**src/rtl/door_ctrl_pkg.sv**
```systemverilog
// Package: shared state encoding for the door controller.
// Assumes: a single controller instance per door; state fits in STATE_W bits.
package door_ctrl_pkg;

    localparam int STATE_W = 3;

    typedef enum logic [STATE_W-1:0] {
        ST_SETTLE   = 3'd0,  // post-reset, reads limit switches
        ST_OPEN     = 3'd1,  // fully up, idle
        ST_SHUT     = 3'd2,  // fully down, idle
        ST_RISING   = 3'd3,  // raise motor on
        ST_FALLING  = 3'd4,  // lower motor on
        ST_HOLD_UP  = 3'd5,  // stopped while rising
        ST_HOLD_DN  = 3'd6   // stopped while falling
    } door_state_t;

endpackage

```
**src/rtl/door_next_state.sv**
```systemverilog
// Module: door_next_state
// Purely combinational transition logic for the door controller.
// Assumes: inputs are already synchronised and debounced; cmd is a one-cycle pulse.
module door_next_state
    import door_ctrl_pkg::*;
(
    input  door_state_t cur_state,
    input  logic        cmd,
    input  logic        obst,
    input  logic        at_top,
    input  logic        at_bottom,
    output door_state_t nxt_state
);

    // Select the next state from the current state and the sensors.
    always_comb begin
        nxt_state = cur_state;
        unique case (cur_state)
            ST_SETTLE: begin
                if (at_top)         nxt_state = ST_OPEN;
                else if (at_bottom) nxt_state = ST_SHUT;
                else                nxt_state = ST_HOLD_DN;
            end
            ST_OPEN: begin
                if (cmd && !obst)   nxt_state = ST_FALLING;
            end
            ST_FALLING: begin
                if (obst)           nxt_state = ST_RISING;
                else if (cmd)       nxt_state = ST_HOLD_DN;
                else if (at_bottom) nxt_state = ST_SHUT;
            end
            ST_RISING: begin
                if (cmd)            nxt_state = ST_HOLD_UP;
                else if (at_top)    nxt_state = ST_OPEN;
            end
            ST_SHUT: begin
                if (cmd)            nxt_state = ST_RISING;
            end
            ST_HOLD_UP: begin
                if (cmd)            nxt_state = ST_FALLING;
            end
            ST_HOLD_DN: begin
                if (cmd)            nxt_state = ST_RISING;
            end
            default:                nxt_state = ST_SETTLE;
        endcase
    end

endmodule

```
**src/rtl/door_state_reg.sv**
```systemverilog
// Module: door_state_reg
// Holds the controller state; synchronous active-low reset forces the settling state.
// Assumes: rst_n is synchronous to clk.
module door_state_reg
    import door_ctrl_pkg::*;
(
    input  logic        clk,
    input  logic        rst_n,
    input  door_state_t nxt_state,
    output door_state_t cur_state
);

    // Register the next state, or the settling state while reset is low.
    always_ff @(posedge clk) begin
        if (!rst_n) cur_state <= ST_SETTLE;
        else        cur_state <= nxt_state;
    end

endmodule

```
**src/rtl/door_motor_decode.sv**
```systemverilog
// Module: door_motor_decode
// Decodes the motor enables from the state register alone (no input paths).
// Assumes: cur_state comes straight from a register, so outputs are glitch-free.
module door_motor_decode
    import door_ctrl_pkg::*;
(
    input  logic        clk,
    input  logic        rst_n,
    input  door_state_t cur_state,
    output logic        up_en,
    output logic        down_en
);

    // Map the moving states onto their motor enables.
    always_comb begin
        up_en   = (cur_state == ST_RISING);
        down_en = (cur_state == ST_FALLING);
    end


    motor_exclusive_chk: assert property (@(posedge clk) disable iff (!rst_n)
        !(up_en && down_en));

endmodule

```
**src/rtl/door_opener_ctrl.sv**
```systemverilog
// Module: door_opener_ctrl (top)
// Door controller: stop-on-command while moving, reverse on the next command,
// reverse on obstruction while lowering, and derive the start state from the limit switches.
// Assumes: all inputs synchronous to clk and debounced; cmd_toggle is high for one cycle.
module door_opener_ctrl
    import door_ctrl_pkg::*;
(
    input  logic clk,
    input  logic rst_n,
    input  logic cmd_toggle,
    input  logic obstruct,
    input  logic lim_top,
    input  logic lim_bottom,
    output logic motor_up,
    output logic motor_down
);

    door_state_t cur_state;
    door_state_t nxt_state;

    door_next_state u_next (
        .cur_state (cur_state),
        .cmd       (cmd_toggle),
        .obst      (obstruct),
        .at_top    (lim_top),
        .at_bottom (lim_bottom),
        .nxt_state (nxt_state)
    );

    door_state_reg u_reg (
        .clk       (clk),
        .rst_n     (rst_n),
        .nxt_state (nxt_state),
        .cur_state (cur_state)
    );

    door_motor_decode u_dec (
        .clk       (clk),
        .rst_n     (rst_n),
        .cur_state (cur_state),
        .up_en     (motor_up),
        .down_en   (motor_down)
    );

    // Remember that the previous edge saw reset low, for the reset check.
    logic rst_seen_q;
    always_ff @(posedge clk) rst_seen_q <= !rst_n;

    // Check the state that follows a reset edge.
    always @(posedge clk) begin

        if (rst_seen_q == 1'b1) begin
            settle_after_reset_chk: assert (cur_state == ST_SETTLE);
        end
    end


    start_from_top_chk: assert property (@(posedge clk) disable iff (!rst_n)
        (cur_state == ST_SETTLE && lim_top) |=> (cur_state == ST_OPEN));


    reverse_on_block_chk: assert property (@(posedge clk) disable iff (!rst_n)
        (cur_state == ST_FALLING && obstruct) |=> (cur_state == ST_RISING));


    stop_while_rising_chk: assert property (@(posedge clk) disable iff (!rst_n)
        (cur_state == ST_RISING && cmd_toggle) |=> (cur_state == ST_HOLD_UP));


    hold_when_idle_chk: assert property (@(posedge clk) disable iff (!rst_n)
        ((cur_state == ST_HOLD_UP || cur_state == ST_HOLD_DN) && !cmd_toggle)
        |=> $stable(cur_state));

endmodule

```
**config.mk**
```make
export PLATFORM = sky130hd
export DESIGN_NAME = door_opener_ctrl
export DESIGN_NICKNAME = d
export VERILOG_FILES = /design/src/rtl/door_ctrl_pkg.sv /design/src/rtl/door_next_state.sv /design/src/rtl/door_state_reg.sv /design/src/rtl/door_motor_decode.sv /design/src/rtl/door_opener_ctrl.sv
export SDC_FILE = /design/constraint.sdc
export NUM_CORES = 1
export LEC_CHECK = 0
export ABC_AREA = 0
export BUFFER_PORTS_ARGS = -buffer_cell sky130_fd_sc_hd__buf_2
export CORE_AREA = 2 2 39 41
export CTS_BUF_LIST = sky130_fd_sc_hd__clkbuf_2
export CTS_CLUSTER_SIZE = 30
export DETAILED_ROUTE_END_ITERATION = 10
export DIE_AREA = 0 0 41 43
export REMOVE_ABC_BUFFERS = 1
export SLEW_MARGIN = 20
export SYNTH_ARGS = -nofsm -noshare
export SYNTH_HDL_FRONTEND = slang
export SYNTH_SLANG_ARGS = --single-unit
```
**constraint.sdc**
```tcl
create_clock -name clk -period 1.7 [get_ports clk]
set_clock_uncertainty 0.2 [all_clocks]
set_input_delay 0.34 -clock clk [delete_from_list [all_inputs] [get_ports clk]]
set_output_delay 0.34 -clock clk [all_outputs]
set_load 0.05 [all_outputs]
```
==> metrics.txt <==
nature of the critical path endpoint output pin; min Tclk post-route 1.61 ns; worst-path maximum fanout 6; DR pass1 iterations 4; PD cells 1010 nW/µm²; Worst path slowest cell dfxtp_1; delay-heaviest family, CP flip-flops; Distinct cells, synth 24; top flop regs u_reg.cur_state (3); layout cell share with drive strength beyond 1 0.400; setup bufs post-CTS 0; Worst Hold Class input pin to flip-flop; crit path cell chain buf_4, nor3b_2, buf_6; Die X 41 µm; Crit Path Class flip-flop to output pin; largest family of logic cells by synthesized area compound AO/OA/AOI/OAI gates; fillers 161; Synth Area in XOR/XNOR 0; clk_lat worst skew 0.20 ns; ANT cells 0; clock share of power 0.246; Slew Limit Fails 0; standard-cell row count 14; Seq/Total Area, Yosys 0.199; residual overflow from global routing 0; Worst VDD drop 0.181 mV; IO Pins 8; vias in the first global route 308; post-route ant nets 0; clk sinks 3; htree depth 1; most frequent cells in the layout 5 x buf_2, 4 x nor2b_1, 4 x clkbuf_2, 4 x buf_4; Psw 0.000163 W; pin count of the biggest net entering global routing 10; Crit path arrival time 1.07 ns; Leakage 0.169 nW; die height 43 µm; Mapped Area 302 µm²; final hold vios 0; total chip power 0.000404 W; fmax 621 MHz; setup violators final 0; most common cell after layout, fill and taps aside buf_2; via count 325; core area 1380 µm²; cts repair resizes 1; DRC errors left 0; 1st-iter DRT viols 6; outcome finished clean; clock root cell clkbuf_2; Largest register FFs 3; Avg Synthesized Cell Area 7.94 µm²; Synth Area in Simple Gates 0.266; Internal 0.000241 W; Worst Path Buf+Inv 2; gr usage total 0.104; final net count 57; CTS tree yes; synthesized instance count 38; placer congestion estimate 0.712; sequential fraction of design power 0.266; first-pass GRT wire length 1220 µm; mux cell area share after synthesis 0.0664; transition time at the pin with the least slew margin 0.331 ns; Wirelength per Cell 11.0 µm; Buffers on Ports 7; Initial Util 0.218; WL final 728 µm; clock buffer depth 2; startpoint types flip-flop; initial antenna violation count 0; Worst path max stage delay 0.34 ns; Area Overhead vs Synth 32.8%; Post-CTS Hold Buffers 0; Post-Synth Adder-Cell Area 0; die footprint 1760 µm²; post-DR vias/cell 4.92; Max-Cap Viols 0; switching portion of total power 0.404; Layout Utilization 0.289; compound-gate portion of the synthesized area 0.353; Comb pwr share 0.488; Synthesis Warnings 0; max_slew headroom 0.780; #FFs+latches synth 3; TritonCTS buffer count 3; fin crit share 0.948; Biggest register u_reg.cur_state; Critical Path RT 1.16 ns; clock transition at the registers of the reported paths 0.04 ns
==> worst reg2reg max path: stages, from the launching register on <==
cell and delay [ns]:
dfxtp_1 0.40, nor3b_2 0.26, o21ai_1 0.09, a222oi_1 0.35
nor2b_1 0.08
==> path summary, 6_finish.rpt <==
check	from	endpoint	slack, ns	cells after the start
min reg2reg	u_reg.cur_state[0]	u_reg.cur_state[2]	0.46	4
max	u_reg.cur_state[2]	motor_up	0.09	3
min	rst_n	u_reg.cur_state[1]	0.18	2
max reg2reg	u_reg.cur_state[2]	u_reg.cur_state[0]	0.21	4
==> Yosys cell counts (all sizes together) <==
| master | instances | area (µm²) |
|---|---|---|
| a21oi | 3 | 15.0 |
| a222oi | 1 | 10.0 |
| a2bb2oi | 1 | 8.76 |
| and2 | 3 | 18.8 |
| buf | 3 | 21.3 |
| dfxtp | 3 | 60.1 |
| inv | 3 | 13.8 |
| mux2i | 2 | 20.0 |
| nand2 | 1 | 3.75 |
| nor2 | 2 | 7.51 |
| nor2b | 4 | 25.0 |
| nor3 | 1 | 5.00 |
| nor3b | 2 | 20.0 |
| o211ai | 1 | 7.51 |
| o21ai | 2 | 10.0 |
| o22ai | 1 | 6.26 |
| o311ai | 1 | 8.76 |
| o31ai | 2 | 15.0 |
| o41ai | 2 | 25.0 |
==> cell type report <==
class	count	area (µm²)	area share
inverters	3	13.8	0.0344
flip-flops and latches	3	61.3	0.153
clock buffers	4	20.0	0.0500
repair buffers	11	73.8	0.184
multi-input cells	29	211	0.528
well taps	16	20.0	0.0500
==> power groups by stage <==
stage | registers, W | clock network [W] | logic, W
floorplan | 0.000124 | 0 | 0.000104
global placement | 0.000107 | 0 | 0.000187
detailed placement | 0.000108 | 0 | 0.000189
CTS | 0.000106 | 0.000106 | 0.000191
global route | 0.000110 | 0.000112 | 0.000214
finish | 0.000107 | 0.0000993 | 0.000197
==> stage by stage <==
stage          hold slack [ns]  std cells   TNS, ns  area, µm²  worst slack, ns
5_1_grt                  0.167         66  -0.00775        400         -0.00775
4_1_cts                  0.162         66         0        388           0.0149
3_3_place_gp             0.381         62         0        365            0.161
6_report                 0.176         66         0        400           0.0889
2_1_floorplan            0.262         35    -0.552        280           -0.552
3_5_place_dp             0.383         62         0        365            0.137
==> cells by family (layout without fill, tap and decap cells) <==
| family | after synthesis | in the layout |
|---|---|---|
| AO/OA/AOI/OAI | 14 | 14 |
| buffers and inverters | 6 | 18 |
| flip-flops | 3 | 3 |
| multiplexers | 2 | 2 |
| AND/OR/NAND/NOR | 13 | 13 |
==> metal layers <==
| layer | vias up | wire [µm] | GRT usage |
|---|---|---|---|
| met5 | - | 0 | 0 |
| met1 | 150 | 349 | 0.121 |
| met3 | 0 | 25 | 0.0471 |
| met2 | 8 | 353 | 0.150 |
| li1 | 167 | - | - |
| met4 | 0 | 0 | 0.0600 |
(Power assumes the default switching activity.)
